===== src/rtl/latched_port_pkg.sv =====
package latched_port_pkg;
  parameter int PORT_W = 8;

  typedef struct packed {
    logic sel;   // device select term
    logic ld;    // load control for the held byte
    logic oe;    // output stage enable
  } port_ctl_t;
endpackage


===== src/rtl/lp_ctl_decode.sv =====
module lp_ctl_decode
  import latched_port_pkg::*;
(
  input  logic      sel_lo,
  input  logic      sel_hi,
  input  logic      mode_out,
  input  logic      strobe,
  output port_ctl_t ctl
);
  logic sel;

  assign sel = ~sel_lo & sel_hi;

  always_comb begin
    ctl.sel = sel;
    if (mode_out) begin
      ctl.ld = sel;
      ctl.oe = 1'b1;
    end else begin
      ctl.ld = strobe;
      ctl.oe = sel;
    end
  end
endmodule


===== src/rtl/lp_hold_reg.sv =====
module lp_hold_reg #(
  parameter int W = 8
) (
  input  logic         clk,
  input  logic         rst,
  input  logic         ld,
  input  logic         clr_n,
  input  logic [W-1:0] din,
  output logic [W-1:0] nxt
);
  logic [W-1:0] q;

  for (genvar b = 0; b < W; b++) begin : g_bit
    assign nxt[b] = ld ? din[b] : (clr_n & q[b]);

    always_ff @(posedge clk) begin
      if (rst) q[b] <= 1'b0;
      else     q[b] <= nxt[b];
    end
  end
endmodule


===== src/rtl/lp_req_flag.sv =====
module lp_req_flag (
  input  logic clk,
  input  logic rst,
  input  logic strobe,
  input  logic set_req,
  output logic nxt
);
  logic stb_prev;
  logic flag_q;
  logic fall;

  assign fall = stb_prev & ~strobe;

  always_comb begin
    if (set_req)   nxt = 1'b1;
    else if (fall) nxt = 1'b0;
    else           nxt = flag_q;
  end

  always_ff @(posedge clk) begin
    stb_prev <= strobe;
    if (rst) flag_q <= 1'b1;
    else     flag_q <= nxt;
  end
endmodule


===== src/rtl/latched_port.sv =====
module latched_port
  import latched_port_pkg::*;
#(
  parameter int W = PORT_W
) (
  input  logic         clk,
  input  logic         rst,
  input  logic         sel_lo,
  input  logic         sel_hi,
  input  logic         mode_out,
  input  logic         strobe,
  input  logic         clr_n,
  input  logic [W-1:0] din,
  output logic [W-1:0] dout,
  output logic         dout_en,
  output logic         irq_n
);
  localparam logic [W-1:0] IDLE_BUS = '0;

  port_ctl_t    ctl;
  logic [W-1:0] byte_nxt;
  logic         flag_nxt;
  logic         set_req;

  lp_ctl_decode u_dec (
    .sel_lo   (sel_lo),
    .sel_hi   (sel_hi),
    .mode_out (mode_out),
    .strobe   (strobe),
    .ctl      (ctl)
  );

  lp_hold_reg #(.W(W)) u_hold (
    .clk   (clk),
    .rst   (rst),
    .ld    (ctl.ld),
    .clr_n (clr_n),
    .din   (din),
    .nxt   (byte_nxt)
  );

  assign set_req = ~clr_n | ctl.sel;

  lp_req_flag u_req (
    .clk     (clk),
    .rst     (rst),
    .strobe  (strobe),
    .set_req (set_req),
    .nxt     (flag_nxt)
  );

  always_ff @(posedge clk) begin
    if (rst) begin
      dout    <= IDLE_BUS;
      dout_en <= 1'b0;
      irq_n   <= 1'b1;
    end else begin
      dout    <= ctl.oe ? byte_nxt : IDLE_BUS;
      dout_en <= ctl.oe;
      irq_n   <= flag_nxt & ~ctl.sel;
    end
  end
endmodule


===== config.mk =====
export PLATFORM = sky130hd
export DESIGN_NAME = latched_port
export DESIGN_NICKNAME = d
export VERILOG_FILES = /design/src/rtl/latched_port_pkg.sv /design/src/rtl/lp_ctl_decode.sv /design/src/rtl/lp_hold_reg.sv /design/src/rtl/lp_req_flag.sv /design/src/rtl/latched_port.sv
export SDC_FILE = /design/constraint.sdc
export NUM_CORES = 1
export LEC_CHECK = 0
export BUFFER_PORTS_ARGS = -buffer_cell sky130_fd_sc_hd__buf_4
export CORE_MARGIN = 4
export CORE_UTILIZATION = 30
export CTS_BUF_LIST = sky130_fd_sc_hd__clkbuf_16
export CTS_CLUSTER_SIZE = 16
export DETAILED_ROUTE_END_ITERATION = 8
export PLACE_DENSITY = 0.6
export SKIP_CTS_REPAIR_TIMING = 1
export SYNTH_ARGS = -nofsm -noshare
export SYNTH_HDL_FRONTEND = slang
export SYNTH_SLANG_ARGS = --single-unit

===== constraint.sdc =====
create_clock -name clk -period 1 [get_ports clk]
set_input_delay 0.15 -clock clk [delete_from_list [all_inputs] [get_ports clk]]
set_output_delay 0.15 -clock clk [all_outputs]
set_load 0.01 [all_outputs]

# == Yosys cells after proc, flatten, opt, wreduce, memory -nomap -nowiden ==
# Cells that the tools add are included.
# W data, S select, Z words.
# op_classes
addsub,0
mul,0
div_mod_pow,0
n_lt_le_gt_ge,0
eq_ne,0
n_shift,0
muxes,11
bitwise,17
reduce_logical,1
# op_table
cell,count
$and A1 B1 Y1,11
$mux W1,10
$not A1 Y1,5
$mux W2,1
$reduce_or A2 Y1,1
$or A1 B1 Y1,1
# totals
regBits,20
latch_bits,0
ram_bits,0
mem_bits_ro,0
out_inout_bits,10
n_memories,0

# == Logic depth before layout (Yosys ltp) ==
# logic_depth
word_depth,5
ltp_mapped,4
ltp_nobuf,3

# == Modules after synthesis ==
# From an unflattened synthesis, not the netlist that was laid out.
# unflattened
hier_cells,75
hier_area_um2,794.5
# by_module_without_submodules
module,n_inst,cells_each,area_per_inst_um2,seq_area_each_um2
lp_hold_reg,1,43,375.4,160.2
latched_port,1,23,305.3,200.2
lp_req_flag,1,5,71.3,40.0
lp_ctl_decode,1,4,42.5,0.0

# == Worst setup path before layout ==
# OpenSTA, ideal clock, no wires.
# synth_path
path_kind,flip-flop to flip-flop
from,reg u_req.stb_prev
to,reg u_req.flag_q
setup_ns,0.127
t_arrival_ns,0.750
setup_slack_ns,0.123
stages_incl_launch_ff,4
n_path_buf,0
synth_period_minus_slack_ns,0.877
path_cell_list,dfxtp_1 > nor2b_1 > o21ai_0 > or3_1
# synth_via
elab_chain_cells,3
# synth_rtl
element,line_no,text
start: declaration,lp_req_flag.sv:8,logic stb_prev;
start signal: assignment,lp_req_flag.sv:21,stb_prev <= strobe;
$and A1 B1 Y1,lp_req_flag.sv:12,assign fall = stb_prev & ~strobe;
$mux W1,lp_req_flag.sv:16,else if (fall) nxt = 1'b0;
$mux W1,lp_req_flag.sv:15,if (set_req) nxt = 1'b1;
end signal: assignment,lp_req_flag.sv:23,else flag_q <= nxt;
end: declaration,lp_req_flag.sv:9,logic flag_q;
# Every way passes these cells.
# A chain may end at the register's enable or synchronous reset.

# == Worst setup path after layout ==
# Same ends and word-level chain as after synthesis.

==> impl_metrics.ini <==
[sta]
rsz0062_at_grt = no
setup_tns_ps = 0
drv_slew = 0
relSlewSlack = 0.689
finalHoldViolCount = 0
worst_pin_slew_ps = 466
period_share = 0.922
layout_setup_ws_ps = 77.6
min_period_ps = 922
max_freq_ghz = 1.08
fin_skew_ps = 3.18
finalSetupViolCount = 0

[place]
place_ws_ps = -109
port_buffers = 24
dp_hpwl_um = 1190
routabilityCongestion = 0.771

[logic_synthesis]
synth_ff_type = dfxtp_1
synth_enable_flop_cells = 0
synth_top_cell_area_share = 0.551
synth_area_um2 = 727
ys_ff_latch = 20
ys_seq_area_frac = 0.551
syn_area_per_cell_um2 = 10.5
synthDistinctLibCells = 17
ys_top_cells_by_area = dfxtp_1 (55%), a21oi_1 (11%), o21ai_2 (9.6%)
postSynthCellCount = 69
ys_async_sr_fraction = 0
yosysWarnings = 0
synth_nets = 84
yosys.area.top_type = dfxtp_1

[layout]
final_nets = 111
fillers = 235
final_common_cell = buf_4
diodes = 0
layout_common_cells = buf_4 (26), dfxtp_1 (20), a21oi_1 (16), o21ai_2 (8), nand4_1 (8)
drive_gt1_frac = 0.432
syn_to_final_growth_pct = 41.5
post-route-util = 0.456

[floorplan]
core_region_area_um2 = 2250
die_y_um = 57.2
die-width_um = 57.2
start_util = 0.322
dieArea_um2 = 3270
ios = 25
rows = 17

[clocking]
ctsRootBufferMaster = clkbuf_16
clk_latency_ps = 250
cts_buffers = 3
cts_tree = done
path_clk_slew_ps = 50
cts_sinks = 20
clockBufferDepth = 2
h-tree-depth = 1

[drt]
drtIter0Drc = 13
ant_nets = 0
drc = 0
viasPerCell = 5.06
routed-via-count = 622
wl_per_cell_um = 13.2
routed_wl_um = 1630
firstDrtPassIters = 4

[grt]
grt_pass1_wl_um = 2830
grt_pass1_vias = 607
grt_max_degree = 13
grtUsageMet1 = 0.149
grt.busiest_layer = met2
grt_use_met3 = 0.0271
grt_overflow = 0
met2_usage = 0.163
antenna_found_initial = 0
gr-usage-all-layers = 0.112

[hold_path]
hold_path.class = primary input to flop

[setup_path]
crit_slowest_cell = or3_1
crit_type = flop to flop
max_stage_delay_ps = 310
worstPathArrival_ps = 1050
cp_cell_sequence = nor2b_1, o21ai_0, or3_1
crit_required_ps = 1130
start_kind = flop
worstPathMaxFanout = 2
crit_path_end_kind = flop

[run]
cap_viol_max_count = 0

[pwr]
p_leak_nw = 0.434
peakVddDrop_mv = 1.36
pwr_density_cell_nw_per_um2 = 2050

[status]
status = finished, final reports clean
-- synth_stat cells, drive strengths merged, types with 2 or more instances --
cell type  count
dfxtp         20
a21oi         16
o21ai          9
nand4          8
buf            3
inv            2
nand2b         2
nor2b          2
-- worst max-delay path, delay by kind of cell, from the launching register on --
family	cells	cell delay [ps]
flops	1	300
compound gates	1	90
simple gates	2	420
-- per-layer routing --
metal,routed length (um),vias up,part of all wire
met5,0,-,0
met1,745,288,0.46
met4,42,0,0.026
met3,123,4,0.076
met2,715,23,0.44
li1,-,307,-
-- state kept, by name, indices dropped and copies added (netlist names) --
signal / count
u_req.flag_q: 1
dout_en: 1
irq_n: 1
u_req.stb_prev: 1
dout: 8
u_hold.q: 8
-- worst paths after layout --
check / start / to / slack (ps) / cells after the start
worst max-delay path: u_req.stb_prev / u_req.flag_q / 80 / 3
worst min register to register: u_hold.q[7] / dout[7] / 500 / 2
worst max register to register: u_req.stb_prev / u_req.flag_q / 80 / 3
worst min-delay path: strobe / u_req.stb_prev / 40 / 1
-- cells by family after synthesis --
group | count (synthesis) | synth area share
buffers and inverters | 6 | 0.0568
AO/OA/AOI/OAI | 27 | 0.239
AND/OR/NAND/NOR | 16 | 0.153
flip-flops | 20 | 0.551
-- stage by stage --
stage	instance area [um2]	cells	power, mW	hold WS [ps]
after global routing	1030	123	2.20	33.5
final	1030	123	2.11	35.6
after detailed placement	923	119	1.06	289
after floorplan	727	69	0.960	178
after global placement	923	119	1.05	286
after CTS	1030	123	2.14	31.8
-- final cells by class --
cell class	instances	area [um2]	share of cell area
clock buffer	3	75.1	0.0730
multi-input combinational	43	285	0.277
inverter	2	7.51	0.00730
sequential	20	400	0.389
tap	28	35.0	0.0341
clock inverter	1	30.0	0.0292
timing repair buffer	26	195	0.190
-- where the power goes --
part | total [mW] | switching, mW | internal, mW
combinational | 0.196 | 0.0979 | 0.0981
clock | 1.08 | 0.283 | 0.793
sequential | 0.842 | 0.00903 | 0.833
total | 2.11 | 0.389 | 1.72
No activity file was read; power rests on OpenSTA's default activity.
